### src/rtl/vbc_pkg.sv
package vbc_pkg;

   typedef struct packed {
      logic all_mode;
      logic force_pass;
      logic want_set;
      logic sub_en;
      logic sub_val;
      logic trunc_en;
      logic trunc_on;
      logic trunc_incl;
      logic link_req;
      logic link_on_taken;
   } vbc_mode_t;

   typedef enum logic [1:0] {
      ST_IDLE  = 2'd0,
      ST_PRIME = 2'd1,
      ST_SCAN  = 2'd2
   } vbc_state_t;

endpackage

### src/rtl/vbc_field_addr.sv
module vbc_field_addr #(
   parameter int CRF_COUNT = 128,
   parameter int MAX_VL    = 64,
   localparam int FLD_W    = $clog2(CRF_COUNT),
   localparam int IDX_W    = $clog2(MAX_VL)
) (
   input  logic [FLD_W-1:0] base,
   input  logic [IDX_W-1:0] idx,
   output logic [FLD_W-1:0] addr
);

   localparam bit POW2 = (CRF_COUNT & (CRF_COUNT - 1)) == 0;

   generate
      if (POW2) begin : g_wrap_free
         assign addr = base + FLD_W'(idx);
      end else begin : g_wrap_sub
         logic [FLD_W:0] sum;
         assign sum  = {1'b0, base} + (FLD_W + 1)'(idx);
         assign addr = (sum >= (FLD_W + 1)'(CRF_COUNT))
                       ? FLD_W'(sum - (FLD_W + 1)'(CRF_COUNT))
                       : FLD_W'(sum);
      end
   endgenerate

endmodule

### src/rtl/vbc_elem_test.sv
module vbc_elem_test #(
   parameter int FIELD_W = 4,
   localparam int SEL_W  = $clog2(FIELD_W)
) (
   input  logic [FIELD_W-1:0] field,
   input  logic [SEL_W-1:0]   sel,
   input  logic               pred_bit,
   input  vbc_pkg::vbc_mode_t mode,
   output logic               active,
   output logic               counted,
   output logic               pass
);

   logic test_bit;

   assign test_bit = pred_bit ? field[sel] : mode.sub_val;
   assign active   = pred_bit | mode.sub_en;
   assign counted  = pred_bit;
   assign pass     = mode.force_pass | ~(test_bit ^ mode.want_set);

endmodule

### src/rtl/vbc_scan_ctrl.sv
module vbc_scan_ctrl #(
   parameter int MAX_VL    = 64,
   parameter int CRF_COUNT = 128,
   parameter int FIELD_W   = 4,
   localparam int VL_W     = $clog2(MAX_VL + 1),
   localparam int IDX_W    = $clog2(MAX_VL),
   localparam int FLD_W    = $clog2(CRF_COUNT),
   localparam int SEL_W    = $clog2(FIELD_W)
) (
   input  logic               clk,
   input  logic               rst_n,
   input  logic               start,
   input  logic [VL_W-1:0]    vl_in,
   input  logic [FLD_W-1:0]   base_in,
   input  logic [SEL_W-1:0]   sel_in,
   input  logic [MAX_VL-1:0]  mask_in,
   input  vbc_pkg::vbc_mode_t mode_in,
   input  logic               el_active,
   input  logic               el_counted,
   input  logic               el_pass,
   output vbc_pkg::vbc_mode_t mode_q,
   output logic [FLD_W-1:0]   base_q,
   output logic [SEL_W-1:0]   sel_q,
   output logic               cur_pred,
   output logic [IDX_W-1:0]   issue_idx,
   output logic               rd_en,
   output logic               busy,
   output logic               done,
   output logic               taken,
   output logic               link_we,
   output logic [VL_W-1:0]    vl_out,
   output logic               vl_trunc,
   output logic [VL_W-1:0]    tested_cnt
);
   import vbc_pkg::*;

   vbc_state_t        state;
   logic [VL_W-1:0]   vl_q;
   logic [MAX_VL-1:0] mask_q;
   logic [IDX_W-1:0]  idx;
   logic [IDX_W-1:0]  nxt_idx;
   logic              acc;
   logic [VL_W-1:0]   cnt;

   logic              merged;
   logic              acc_next;
   logic              hit_trunc;
   logic              hit_early;
   logic              last_el;
   logic              finish;
   logic [VL_W-1:0]   cnt_next;
   logic [VL_W-1:0]   idx_ext;

   assign nxt_idx   = idx + IDX_W'(1);
   assign idx_ext   = VL_W'(idx);
   assign cur_pred  = mask_q[idx];
   assign busy      = (state != ST_IDLE);

   assign merged    = mode_q.all_mode ? (acc & el_pass) : (acc | el_pass);
   assign acc_next  = el_active ? merged : acc;
   assign hit_trunc = el_active & mode_q.trunc_en & (el_pass == mode_q.trunc_on);
   assign hit_early = el_active & (mode_q.all_mode ? ~el_pass : el_pass);
   assign last_el   = (idx_ext + VL_W'(1)) == vl_q;
   assign finish    = (state == ST_SCAN) & (hit_trunc | hit_early | last_el);
   assign cnt_next  = cnt + VL_W'(el_counted);

   always_comb begin
      issue_idx = '0;
      rd_en     = 1'b0;
      case (state)
         ST_PRIME: begin
            issue_idx = '0;
            rd_en     = mask_q[0];
         end
         ST_SCAN: begin
            issue_idx = nxt_idx;
            rd_en     = ~finish & mask_q[nxt_idx];
         end
         default: begin
            issue_idx = '0;
            rd_en     = 1'b0;
         end
      endcase
   end

   always_ff @(posedge clk or negedge rst_n) begin
      if (!rst_n) begin
         state      <= ST_IDLE;
         vl_q       <= '0;
         mask_q     <= '0;
         base_q     <= '0;
         sel_q      <= '0;
         mode_q     <= '0;
         idx        <= '0;
         acc        <= 1'b0;
         cnt        <= '0;
         done       <= 1'b0;
         taken      <= 1'b0;
         link_we    <= 1'b0;
         vl_out     <= '0;
         vl_trunc   <= 1'b0;
         tested_cnt <= '0;
      end else begin
         done <= 1'b0;
         case (state)
            ST_IDLE: begin
               if (start) begin
                  vl_q   <= vl_in;
                  mask_q <= mask_in;
                  base_q <= base_in;
                  sel_q  <= sel_in;
                  mode_q <= mode_in;
                  idx    <= '0;
                  acc    <= mode_in.all_mode;
                  cnt    <= '0;
                  if (vl_in == '0) begin
                     done       <= 1'b1;
                     taken      <= mode_in.all_mode;
                     link_we    <= mode_in.link_req &
                                   (~mode_in.link_on_taken | mode_in.all_mode);
                     vl_out     <= '0;
                     vl_trunc   <= 1'b0;
                     tested_cnt <= '0;
                  end else begin
                     state <= ST_PRIME;
                  end
               end
            end
            ST_PRIME: begin
               state <= ST_SCAN;
            end
            ST_SCAN: begin
               acc <= acc_next;
               cnt <= cnt_next;
               idx <= nxt_idx;
               if (finish) begin
                  state      <= ST_IDLE;
                  done       <= 1'b1;
                  taken      <= acc_next;
                  link_we    <= mode_q.link_req &
                                (~mode_q.link_on_taken | acc_next);
                  vl_trunc   <= hit_trunc;
                  vl_out     <= hit_trunc
                                ? (mode_q.trunc_incl ? idx_ext + VL_W'(1) : idx_ext)
                                : vl_q;
                  tested_cnt <= cnt_next;
               end
            end
            default: state <= ST_IDLE;
         endcase
      end
   end

   AST_DONE_SINGLE: assert property (@(posedge clk) disable iff (!rst_n)
      (done && !start) |=> !done);

   AST_IDLE_HOLD: assert property (@(posedge clk) disable iff (!rst_n)
      (!busy && !start) |=> ($stable(taken) && $stable(vl_out) &&
                             $stable(tested_cnt) && $stable(vl_trunc)));

   AST_NO_READ_AT_DONE: assert property (@(posedge clk) disable iff (!rst_n)
      done |-> !rd_en);

   AST_READ_ONLY_BUSY: assert property (@(posedge clk) disable iff (!rst_n)
      rd_en |-> busy);

   AST_CNT_LE_VL: assert property (@(posedge clk) disable iff (!rst_n)
      done |-> (tested_cnt <= vl_q));

   AST_TRUNC_LE_VL: assert property (@(posedge clk) disable iff (!rst_n)
      (done && vl_trunc) |-> (vl_out <= vl_q));

   AST_LINK_NEEDS_TAKEN: assert property (@(posedge clk) disable iff (!rst_n)
      (done && link_we && mode_q.link_on_taken) |-> taken);

   AST_BUSY_IGNORES_START: assert property (@(posedge clk) disable iff (!rst_n)
      (busy && start) |=> ($stable(vl_q) && $stable(mask_q)));

   AST_START_VL_RANGE: assert property (@(posedge clk) disable iff (!rst_n)
      (start && !busy) |-> (vl_in <= VL_W'(MAX_VL)));

endmodule

### src/rtl/vbc_eval.sv
module vbc_eval #(
   parameter int MAX_VL    = 64,
   parameter int CRF_COUNT = 128,
   parameter int FIELD_W   = 4,
   localparam int VL_W     = $clog2(MAX_VL + 1),
   localparam int IDX_W    = $clog2(MAX_VL),
   localparam int FLD_W    = $clog2(CRF_COUNT),
   localparam int SEL_W    = $clog2(FIELD_W)
) (
   input  logic              clk,
   input  logic              rst_n,
   input  logic              start,
   input  logic [VL_W-1:0]   vl_in,
   input  logic [FLD_W-1:0]  base_field,
   input  logic [SEL_W-1:0]  bit_sel,
   input  logic [MAX_VL-1:0] pred_mask,
   input  logic              all_mode,
   input  logic              force_pass,
   input  logic              want_set,
   input  logic              sub_en,
   input  logic              sub_val,
   input  logic              trunc_en,
   input  logic              trunc_on,
   input  logic              trunc_incl,
   input  logic              link_req,
   input  logic              link_on_taken,
   output logic              rd_en,
   output logic [FLD_W-1:0]  rd_addr,
   input  logic [FIELD_W-1:0] rd_data,
   output logic              busy,
   output logic              done,
   output logic              taken,
   output logic              link_we,
   output logic [VL_W-1:0]   vl_out,
   output logic              vl_trunc,
   output logic [VL_W-1:0]   tested_cnt
);
   import vbc_pkg::*;

   if (MAX_VL < 2) begin : g_chk_vl
      $error("vbc_eval: MAX_VL must be at least 2");
   end
   if (MAX_VL > CRF_COUNT) begin : g_chk_fields
      $error("vbc_eval: MAX_VL must not exceed CRF_COUNT");
   end
   if ((FIELD_W < 2) || ((FIELD_W & (FIELD_W - 1)) != 0)) begin : g_chk_fw
      $error("vbc_eval: FIELD_W must be a power of two, at least 2");
   end

   vbc_mode_t        mode_in;
   vbc_mode_t        mode_q;
   logic [FLD_W-1:0] base_q;
   logic [SEL_W-1:0] sel_q;
   logic             cur_pred;
   logic [IDX_W-1:0] issue_idx;
   logic             el_active;
   logic             el_counted;
   logic             el_pass;

   always_comb begin
      mode_in.all_mode      = all_mode;
      mode_in.force_pass    = force_pass;
      mode_in.want_set      = want_set;
      mode_in.sub_en        = sub_en;
      mode_in.sub_val       = sub_val;
      mode_in.trunc_en      = trunc_en;
      mode_in.trunc_on      = trunc_on;
      mode_in.trunc_incl    = trunc_incl;
      mode_in.link_req      = link_req;
      mode_in.link_on_taken = link_on_taken;
   end

   vbc_scan_ctrl #(
      .MAX_VL    (MAX_VL),
      .CRF_COUNT (CRF_COUNT),
      .FIELD_W   (FIELD_W)
   ) u_ctrl (
      .clk        (clk),
      .rst_n      (rst_n),
      .start      (start),
      .vl_in      (vl_in),
      .base_in    (base_field),
      .sel_in     (bit_sel),
      .mask_in    (pred_mask),
      .mode_in    (mode_in),
      .el_active  (el_active),
      .el_counted (el_counted),
      .el_pass    (el_pass),
      .mode_q     (mode_q),
      .base_q     (base_q),
      .sel_q      (sel_q),
      .cur_pred   (cur_pred),
      .issue_idx  (issue_idx),
      .rd_en      (rd_en),
      .busy       (busy),
      .done       (done),
      .taken      (taken),
      .link_we    (link_we),
      .vl_out     (vl_out),
      .vl_trunc   (vl_trunc),
      .tested_cnt (tested_cnt)
   );

   vbc_field_addr #(
      .CRF_COUNT (CRF_COUNT),
      .MAX_VL    (MAX_VL)
   ) u_addr (
      .base (base_q),
      .idx  (issue_idx),
      .addr (rd_addr)
   );

   vbc_elem_test #(
      .FIELD_W (FIELD_W)
   ) u_test (
      .field    (rd_data),
      .sel      (sel_q),
      .pred_bit (cur_pred),
      .mode     (mode_q),
      .active   (el_active),
      .counted  (el_counted),
      .pass     (el_pass)
   );

   AST_FORCED_NO_FAIL: assert property (@(posedge clk) disable iff (!rst_n)
      (done && mode_q.force_pass && mode_q.all_mode && !vl_trunc) |-> taken);

endmodule

### config.mk
export PLATFORM = sky130hd
export DESIGN_NAME = vbc_eval
export DESIGN_NICKNAME = d
export VERILOG_FILES = /design/src/rtl/vbc_pkg.sv /design/src/rtl/vbc_field_addr.sv /design/src/rtl/vbc_elem_test.sv /design/src/rtl/vbc_scan_ctrl.sv /design/src/rtl/vbc_eval.sv
export SDC_FILE = /design/constraint.sdc
export NUM_CORES = 1
export LEC_CHECK = 0
export BUFFER_PORTS_ARGS = -buffer_cell sky130_fd_sc_hd__buf_2
export CAP_MARGIN = 10
export CORE_UTILIZATION = 54
export CTS_BUF_LIST = sky130_fd_sc_hd__clkbuf_4 sky130_fd_sc_hd__clkbuf_8
export CTS_CLUSTER_SIZE = 40
export DETAILED_ROUTE_END_ITERATION = 6
export GPL_TIMING_DRIVEN = 0
export PLACE_DENSITY_LB_ADDON = 0.3
export SYNTH_ARGS = -nofsm -noshare
export SYNTH_HDL_FRONTEND = slang
export SYNTH_SLANG_ARGS = --single-unit
### constraint.sdc
create_clock -name clk -period 3.9 [get_ports clk]
set_input_delay 0.195 -clock clk [delete_from_list [all_inputs] [get_ports clk]]
set_output_delay 0.195 -clock clk [all_outputs]
set_load 0.05 [all_outputs]
==> results of run 1 <==
path summary, 6_finish.rpt:
check / endpoint / slack, ns / cells after the start
hold / removal: u_ctrl.done$_DFF_PN0_ / 0.14 / 3
max in group asynchronous: u_ctrl.sel_q[1]$_DFFE_PN0P_ / 2.98 / 3
setup reg to reg: u_ctrl.vl_out[4]$_DFFE_PN0P_ / 0.13 / 12
min in group asynchronous: u_ctrl.base_q[4]$_DFFE_PN0P_ / 0.15 / 2
setup / recovery: rd_en / 0.09 / 12
hold reg to reg: u_ctrl.tested_cnt[5]$_DFFE_PN0P_ / 0.50 / 2
area by class of cell:
cell class                 count  area (um^2)
buffer                        36          211
clock buffer                  19          255
timing repair buffer         225         1650
sequential                   124         3100
tap                          168          210
fill                         789         2890
clock inverter                13          144
inverter                      16         63.8
antenna                        1         2.50
multi-input combinational    384         3680
cell usage in the layout, fill, tap and decap left out, types with 5 or more instances in the layout:
master / instances
nor2b_1: 7
buf_6: 5
o21ai_0: 21
nor2_1: 12
nand2b_1: 5
ha_1: 11
a22o_1: 6
nand4_1: 6
mux2_2: 99
a21oi_1: 15
inv_1: 14
clkbuf_4: 6
buf_4: 13
buf_2: 122
nand3_1: 13
a211oi_1: 5
dlygate4sd3_1: 91
xor2_1: 11
xnor2_1: 11
dfrtp_1: 124
mux4_2: 29
o31ai_1: 21
clkbuf_8: 18
mux2i_1: 21
clkbuf_1: 19
nor3_1: 7
nand2_1: 30
cells by family (layout without fill, tap and decap cells):
kind of cell	after synthesis	after routing	synth area share, %
other	0	1	0
adders and majority gates	14	14	2.65
muxes	151	151	29.1
buffers and inverters	54	309	3.33
xor gates and xnor gates	25	25	3.18
AOI/OAI and AO/OA	95	95	9.35
and+or+nand+nor	99	99	7.29
DFF	124	124	45.1
power by group through the flow:
stage | clock, W | combinational [W] | sequential (W)
final | 0.00115 | 0.00381 | 0.00232
after global routing | 0.00122 | 0.00406 | 0.00237
after global placement | 0 | 0.00339 | 0.00224
after CTS | 0.00115 | 0.00358 | 0.00228
after detailed placement | 0 | 0.00346 | 0.00230
after floorplan | 0 | 0.00259 | 0.00230
worst max-delay path, cell delays in order (launching register included):
cell and delay [ns]:
dfrtp_1 0.39, buf_6 0.18, buf_12 0.11, mux4_2 0.48, mux2_4 0.29, a221oi_4 0.34, nor4_4 0.09, a2111o_1 0.44
a21o_1 0.18, a21boi_1 0.13, o211ai_1 0.11, a21boi_1 0.20, buf_4 0.22
what timing repair did:
action,in CTS,in global routing
pin swaps,0,8
setup buffers,0,10
resized for setup,19,36
hold endpoints to repair,193,0
hold buffers,91,0
cloned,0,0
setup endpoints to repair,21,20
metrics by stage:
stage	total power [W]	utilization [%]	worst slack (ns)	instance area (um^2)	hold slack (ns)
after floorplan	0.00489	-	0.0883	6880	-0.101
final	0.00728	76.4	0.0947	9330	0.138
after global placement	0.00563	63.1	-0.303	7710	0.428
after CTS	0.00700	74.6	-0.0286	9110	0.0965
after global routing	0.00764	76.3	-0.0852	9320	0.129
after detailed placement	0.00576	63.4	-0.244	7740	0.0649
flip-flops by register name, indices dropped and copies added (netlist names), 6 cells and up:
name / cells
u_ctrl.vl_out: 7
u_ctrl.idx: 6
u_ctrl.mask_q: 64
u_ctrl.base_q: 7
u_ctrl.cnt: 7
u_ctrl.mode_q: 10
u_ctrl.tested_cnt: 7
u_ctrl.vl_q: 7
per-layer routing:
layer | global-route usage (%) | part of all wire, % | wire length, um | vias up
met3 | 7.91 | 6.0 | 1170 | 63
met4 | 15.2 | 3.4 | 658 | 0
met2 | 53.4 | 52 | 10000 | 262
li1 | - | - | - | 2575
met1 | 36.5 | 39 | 7610 | 2881
met5 | 0 | 0 | 0 | -
cells in the mapped netlist, types with 2 or more instances:
cell / n
a211oi_1: 6
a21boi_0: 2
a21o_1: 3
a21oi_1: 16
a22o_1: 6
a31oi_1: 3
a41oi_1: 2
and2_1: 4
and3_1: 2
buf_1: 5
buf_2: 3
buf_4: 2
buf_6: 2
clkbuf_1: 26
clkinv_1: 2
dfrtp_1: 124
ha_1: 13
inv_1: 14
mux2_2: 100
mux2i_1: 21
mux4_2: 29
nand2_1: 30
nand2b_1: 5
nand3_1: 13
nand4_1: 6
nor2_1: 12
nor2b_1: 7
nor3_1: 7
nor3b_1: 3
nor4_1: 4
o211ai_1: 3
o21ai_0: 21
o21bai_1: 2
o31ai_1: 21
or2_2: 2
xnor2_1: 12
xor2_1: 13
==> flow_summary_export.csv, run 1 <==
group,metric,value,unit
die,core,12200,um^2
detailed_routing,routedWlPerCell,19.7,um
cells_and_area,nets,915,
timing,finalCriticalPeriod,3.81,ns
clock_tree,clk_latency,0.47,ns
worst_hold_path,hold_start,"start",
detailed_routing,via_count,5781,
power_and_ir_drop,switchingPower,0.00299,W
worst_hold_path,hp-class,"input pin to register",
grt,groute.usage.overall,31.1,%
grt,grt_pass1_vias,6133,
cells_and_area,drive_gt1_share,40.5,%
setup_path,crit_start,"u_ctrl.idx[0]$_DFFE_PN0P_",
timing,max_slew_margin,51.3,%
clock_tree,cts-buffers-inserted,17,
place,dp.cells,854,
power_and_ir_drop,pwr-share-seq,31.8,%
synthesis,yosys_most_used_dff,"dfrtp_1",
synthesis,synth_top_cell_area_share,45.1,%
synthesis,yosys_warnings,0,
synthesis,synth.area.top_cells,"dfrtp_1 45%, mux2_2 16%, mux4_2 9.5%",
synthesis,synth_cells,562,
power_and_ir_drop,p_int,0.00429,W
clock_tree,clkTransAtPathRegs,0.08,ns
grt,antenna_found_initial,0,
synthesis,syn_nets,673,
timing,fin_crit_sh,97.6,%
power_and_ir_drop,swShare,41.1,%
grt,grt_pass1_wl,30500,um
die,initial_utilization,56.4,%
clock_tree,cts_tree,"done",
setup_path,crit_fanout,7,
setup_path,critPathArrivalTime,3.61,ns
die,dieHeight,115,um
detailed_routing,first_pass_iters,5,
die,die_x,115,um
grt,grt_start_max_net_pins,103,
power_and_ir_drop,vdd_drop_max,0.374,mV
synthesis,syn-cell-area,6880,um^2
setup_path,timing.rr.start,"u_ctrl.idx[0]$_DFFE_PN0P_",
cells_and_area,final_cells,986,
outcome,status,"complete, no violations",
power_and_ir_drop,power_frac_clock,15.8,%
timing,drv_slew,0,
setup_path,end_kind,"primary output",
setup_path,required,3.70,ns
place,hpwl,12400,um
timing,setup_viol,0,
place,routabilityCongestion,0.892,
timing,tns,0,ns
die,num_rows,40,
clock_tree,htreeDepth,4,
setup_path,crit_type,"register to primary output",
clock_tree,cts_root_buf,"clkbuf_8",
detailed_routing,viasPerCell,5.86,
detailed_routing,antenna_left,0,
detailed_routing,drc,0,
place,portBuffers,123,
grt,overflow,0,
synthesis,yosysTopAreaCell,"dfrtp_1",
die,dieArea,13200,um^2
die,io_pins,124,
timing,skew,0.0127,ns
clock_tree,clockBufferDepth,2,
detailed_routing,drt_wl_total,19500,um
synthesis,synth_seq_cells,124,
timing,hold_violations,0,
cells_and_area,areaGrowthSynthToFinish,35.5,%
synthesis,synth-edff-count,0,
synthesis,ys_seq_area_share,45.1,%
synthesis,synthArstFlopShare,100,%
job,max_cap_viol_count,0,
synthesis,syn_area_per_cell,12.2,um^2
clock_tree,cts_sinks,124,
power_and_ir_drop,power_density,780,nW/um^2
power_and_ir_drop,leakagePower,4.08,nW
synthesis,yosysUniqueCellTypes,53,
power_and_ir_drop,pwr-share-comb,52.3,%
detailed_routing,first_iter_violations,428,
timing,tightest_slew,0.730,ns
timing,fmax,0.263,GHz
setup_path,crit_path_start_kind,"register",
Power figures use the tool's default switching activity.
==> inputs of run 2 (changes only) <==
--- a/config.mk
+++ b/config.mk
@@ -13,6 +13,7 @@
 export DETAILED_ROUTE_END_ITERATION = 6
 export GPL_TIMING_DRIVEN = 0
 export PLACE_DENSITY_LB_ADDON = 0.3
+export SETUP_SLACK_MARGIN = 0.2
 export SYNTH_ARGS = -nofsm -noshare
 export SYNTH_HDL_FRONTEND = slang
 export SYNTH_SLANG_ARGS = --single-unit
==> run 2 against run 1 <==
Effect of this change: design area fell by 0.79%; via count fell by 0.24%; critical path depth rose by 1; wire length fell by 1.7%; power fell by 0.95%; clock power fell by 14%; clock-buffer cell count rose by 5; die area did not move; critical path type unchanged.
==> flow_summary_export.csv, run 2 (same netlist as run 1, synthesis figures left out) <==
group,metric,value,unit
outcome,status,"complete, no violations",
cells_and_area,regMostFlops,"u_ctrl.mask_q",
setup_path,end_kind,"primary output",
timing,hold_violations,0,
detailed_routing,via_count,5767,
place,routabilityCongestion,0.902,
detailed_routing,first_pass_iters,5,
cells_and_area,mostFrequentLayoutCells,"124 x dfrtp_1, 121 x buf_2, 98 x mux2_2",
die,initial_utilization,56.4,%
timing,skew,0.0121,ns
timing,grt_setup_unrepaired,"yes",
cells_and_area,insertedDiodeCount,0,
detailed_routing,drc,0,
setup_path,crit_fanout,7,
cells_and_area,drive_gt1_share,41.3,%
setup_path,critPathSlowestCell,"mux4_2",
die,dieArea,13200,um^2
job,max_cap_viol_count,0,
clock_tree,htreeDepth,4,
cells_and_area,layout_commonest_cell,"dfrtp_1",
setup_path,max_stage_delay,0.50,ns
place,hpwl,12300,um
place,post_dp_cell_area,7750,um^2
grt,antenna_found_initial,0,
power_and_ir_drop,vdd_drop_max,0.542,mV
detailed_routing,drt_wl_total,19100,um
place,dp.cells,854,
setup_path,critPathArrivalTime,3.43,ns
clock_tree,cts_sinks,124,
setup_path,crit_type,"register to primary output",
setup_path,cp_num_buf_inv,4,
die,die_x,115,um
die,io_pins,124,
clock_tree,cts-buffers-inserted,17,
grt,grt_pass1_wl,30100,um
cells_and_area,nets,911,
timing,setup_viol,0,
clock_tree,cts_tree,"done",
power_and_ir_drop,leakagePower,4.07,nW
timing,tns,0,ns
cells_and_area,final_core_util,75.8,%
cells_and_area,stdcell_area,9250,um^2
worst_hold_path,hp-class,"input pin to register",
clock_tree,clkTransAtPathRegs,0.07,ns
setup_path,crit_chain,"buf_6, buf_12, mux4_2, mux2_4, o221ai_2, a21oi_2, a2111o_1, buf_4, nand3_1, a21boi_2, o211ai_1, a21boi_1, buf_4",
die,core,12200,um^2
detailed_routing,routedWlPerCell,19.6,um
timing,finalCriticalPeriod,3.63,ns
setup_path,required,3.70,ns
grt,grt_start_max_net_pins,76,
setup_path,crit_family,"compound AO/OA/AOI/OAI gates",
timing,drv_slew,0,
clock_tree,clk_latency,0.45,ns
power_and_ir_drop,fin_total_pwr,0.00721,W
die,num_rows,40,
die,dieHeight,115,um
grt,grt_pass1_vias,6001,
clock_tree,clockBufferDepth,2,
place,portBuffers,123,
clock_tree,cts_root_buf,"clkbuf_8",
setup_path,cp_common_cell,"buf_4",
cells_and_area,largest_reg_flops,64,
timing,tightest_slew,0.801,ns
cells_and_area,areaGrowthSynthToFinish,34.4,%
power_and_ir_drop,power_density,779,nW/um^2
timing,max_slew_margin,46.6,%
cells_and_area,top_regs,"u_ctrl.mask_q x64, u_ctrl.mode_q x10",
timing,fin_crit_sh,93.0,%
detailed_routing,antenna_left,0,
cells_and_area,final_cells,976,
detailed_routing,viasPerCell,5.91,
setup_path,crit_path_start_kind,"register",
grt,groute.usage.overall,30.5,%
detailed_routing,first_iter_violations,432,
timing,fmax,0.276,GHz
grt,overflow,0,
==> run 2: what timing repair did <==
item	in CTS	in global routing
gates resized for setup	41	28
pin swaps	4	9
endpoints found under the setup margin	25	21
hold endpoints to repair	132	0
hold buffers	84	0
buffers inserted	6	5
==> run 2: final timing paths <==
kind,slack [ns],from,end,cells after the start
worst max register to register,0.34,u_ctrl.idx[0]$_DFFE_PN0P_,u_ctrl.vl_out[2]$_DFFE_PN0P_,13
min in group asynchronous,0.25,rst_n,u_ctrl.base_q[1]$_DFFE_PN0P_,2
worst min-delay path,0.02,vl_in[5],u_ctrl.vl_q[5]$_DFFE_PN0P_,2
max in group asynchronous,2.91,rst_n,u_ctrl.mask_q[3]$_DFFE_PN0P_,3
worst min register to register,0.50,u_ctrl.vl_out[3]$_DFFE_PN0P_,u_ctrl.vl_out[3]$_DFFE_PN0P_,2
worst max-delay path,0.27,u_ctrl.idx[0]$_DFFE_PN0P_,rd_en,13
==> run 2: per-stage QoR <==
stage	worst slack (ns)	hold WS, ns
after global placement	-0.299	0.428
after detailed placement	-0.319	0.173
final	0.271	0.0183
after global routing	0.172	0.0151
after CTS	0.202	0.000424
after floorplan	0.352	-0.101
==> run 2: final cells by class <==
cell class	instances	area (um^2)
clock buffers	24	312
well taps	168	210
multi-input cells	384	3720
repair buffers	219	1580
clock inverters	3	15.0
flip-flops and latches	124	3100
fillers	787	2960
plain buffers	38	245
inverters	16	63.8
==> run 2: routing by layer <==
layer  vias to the layer above  share of wire [%]  track usage [%]
met5                         -                  0                0
met4                         0                2.8             13.5
met3                        47                6.1             6.43
met2                       271                 51             51.4
met1                      2890                 40             38.0
li1                       2559                  -                -
==> run 2: power by group <==
part           switching [W]  internal (W)  leakage (nW)  total, W
logic                0.00204       0.00188          2.37   0.00392
registers           0.000456       0.00185          1.52   0.00230
clock network       0.000478      0.000507         0.177  0.000985
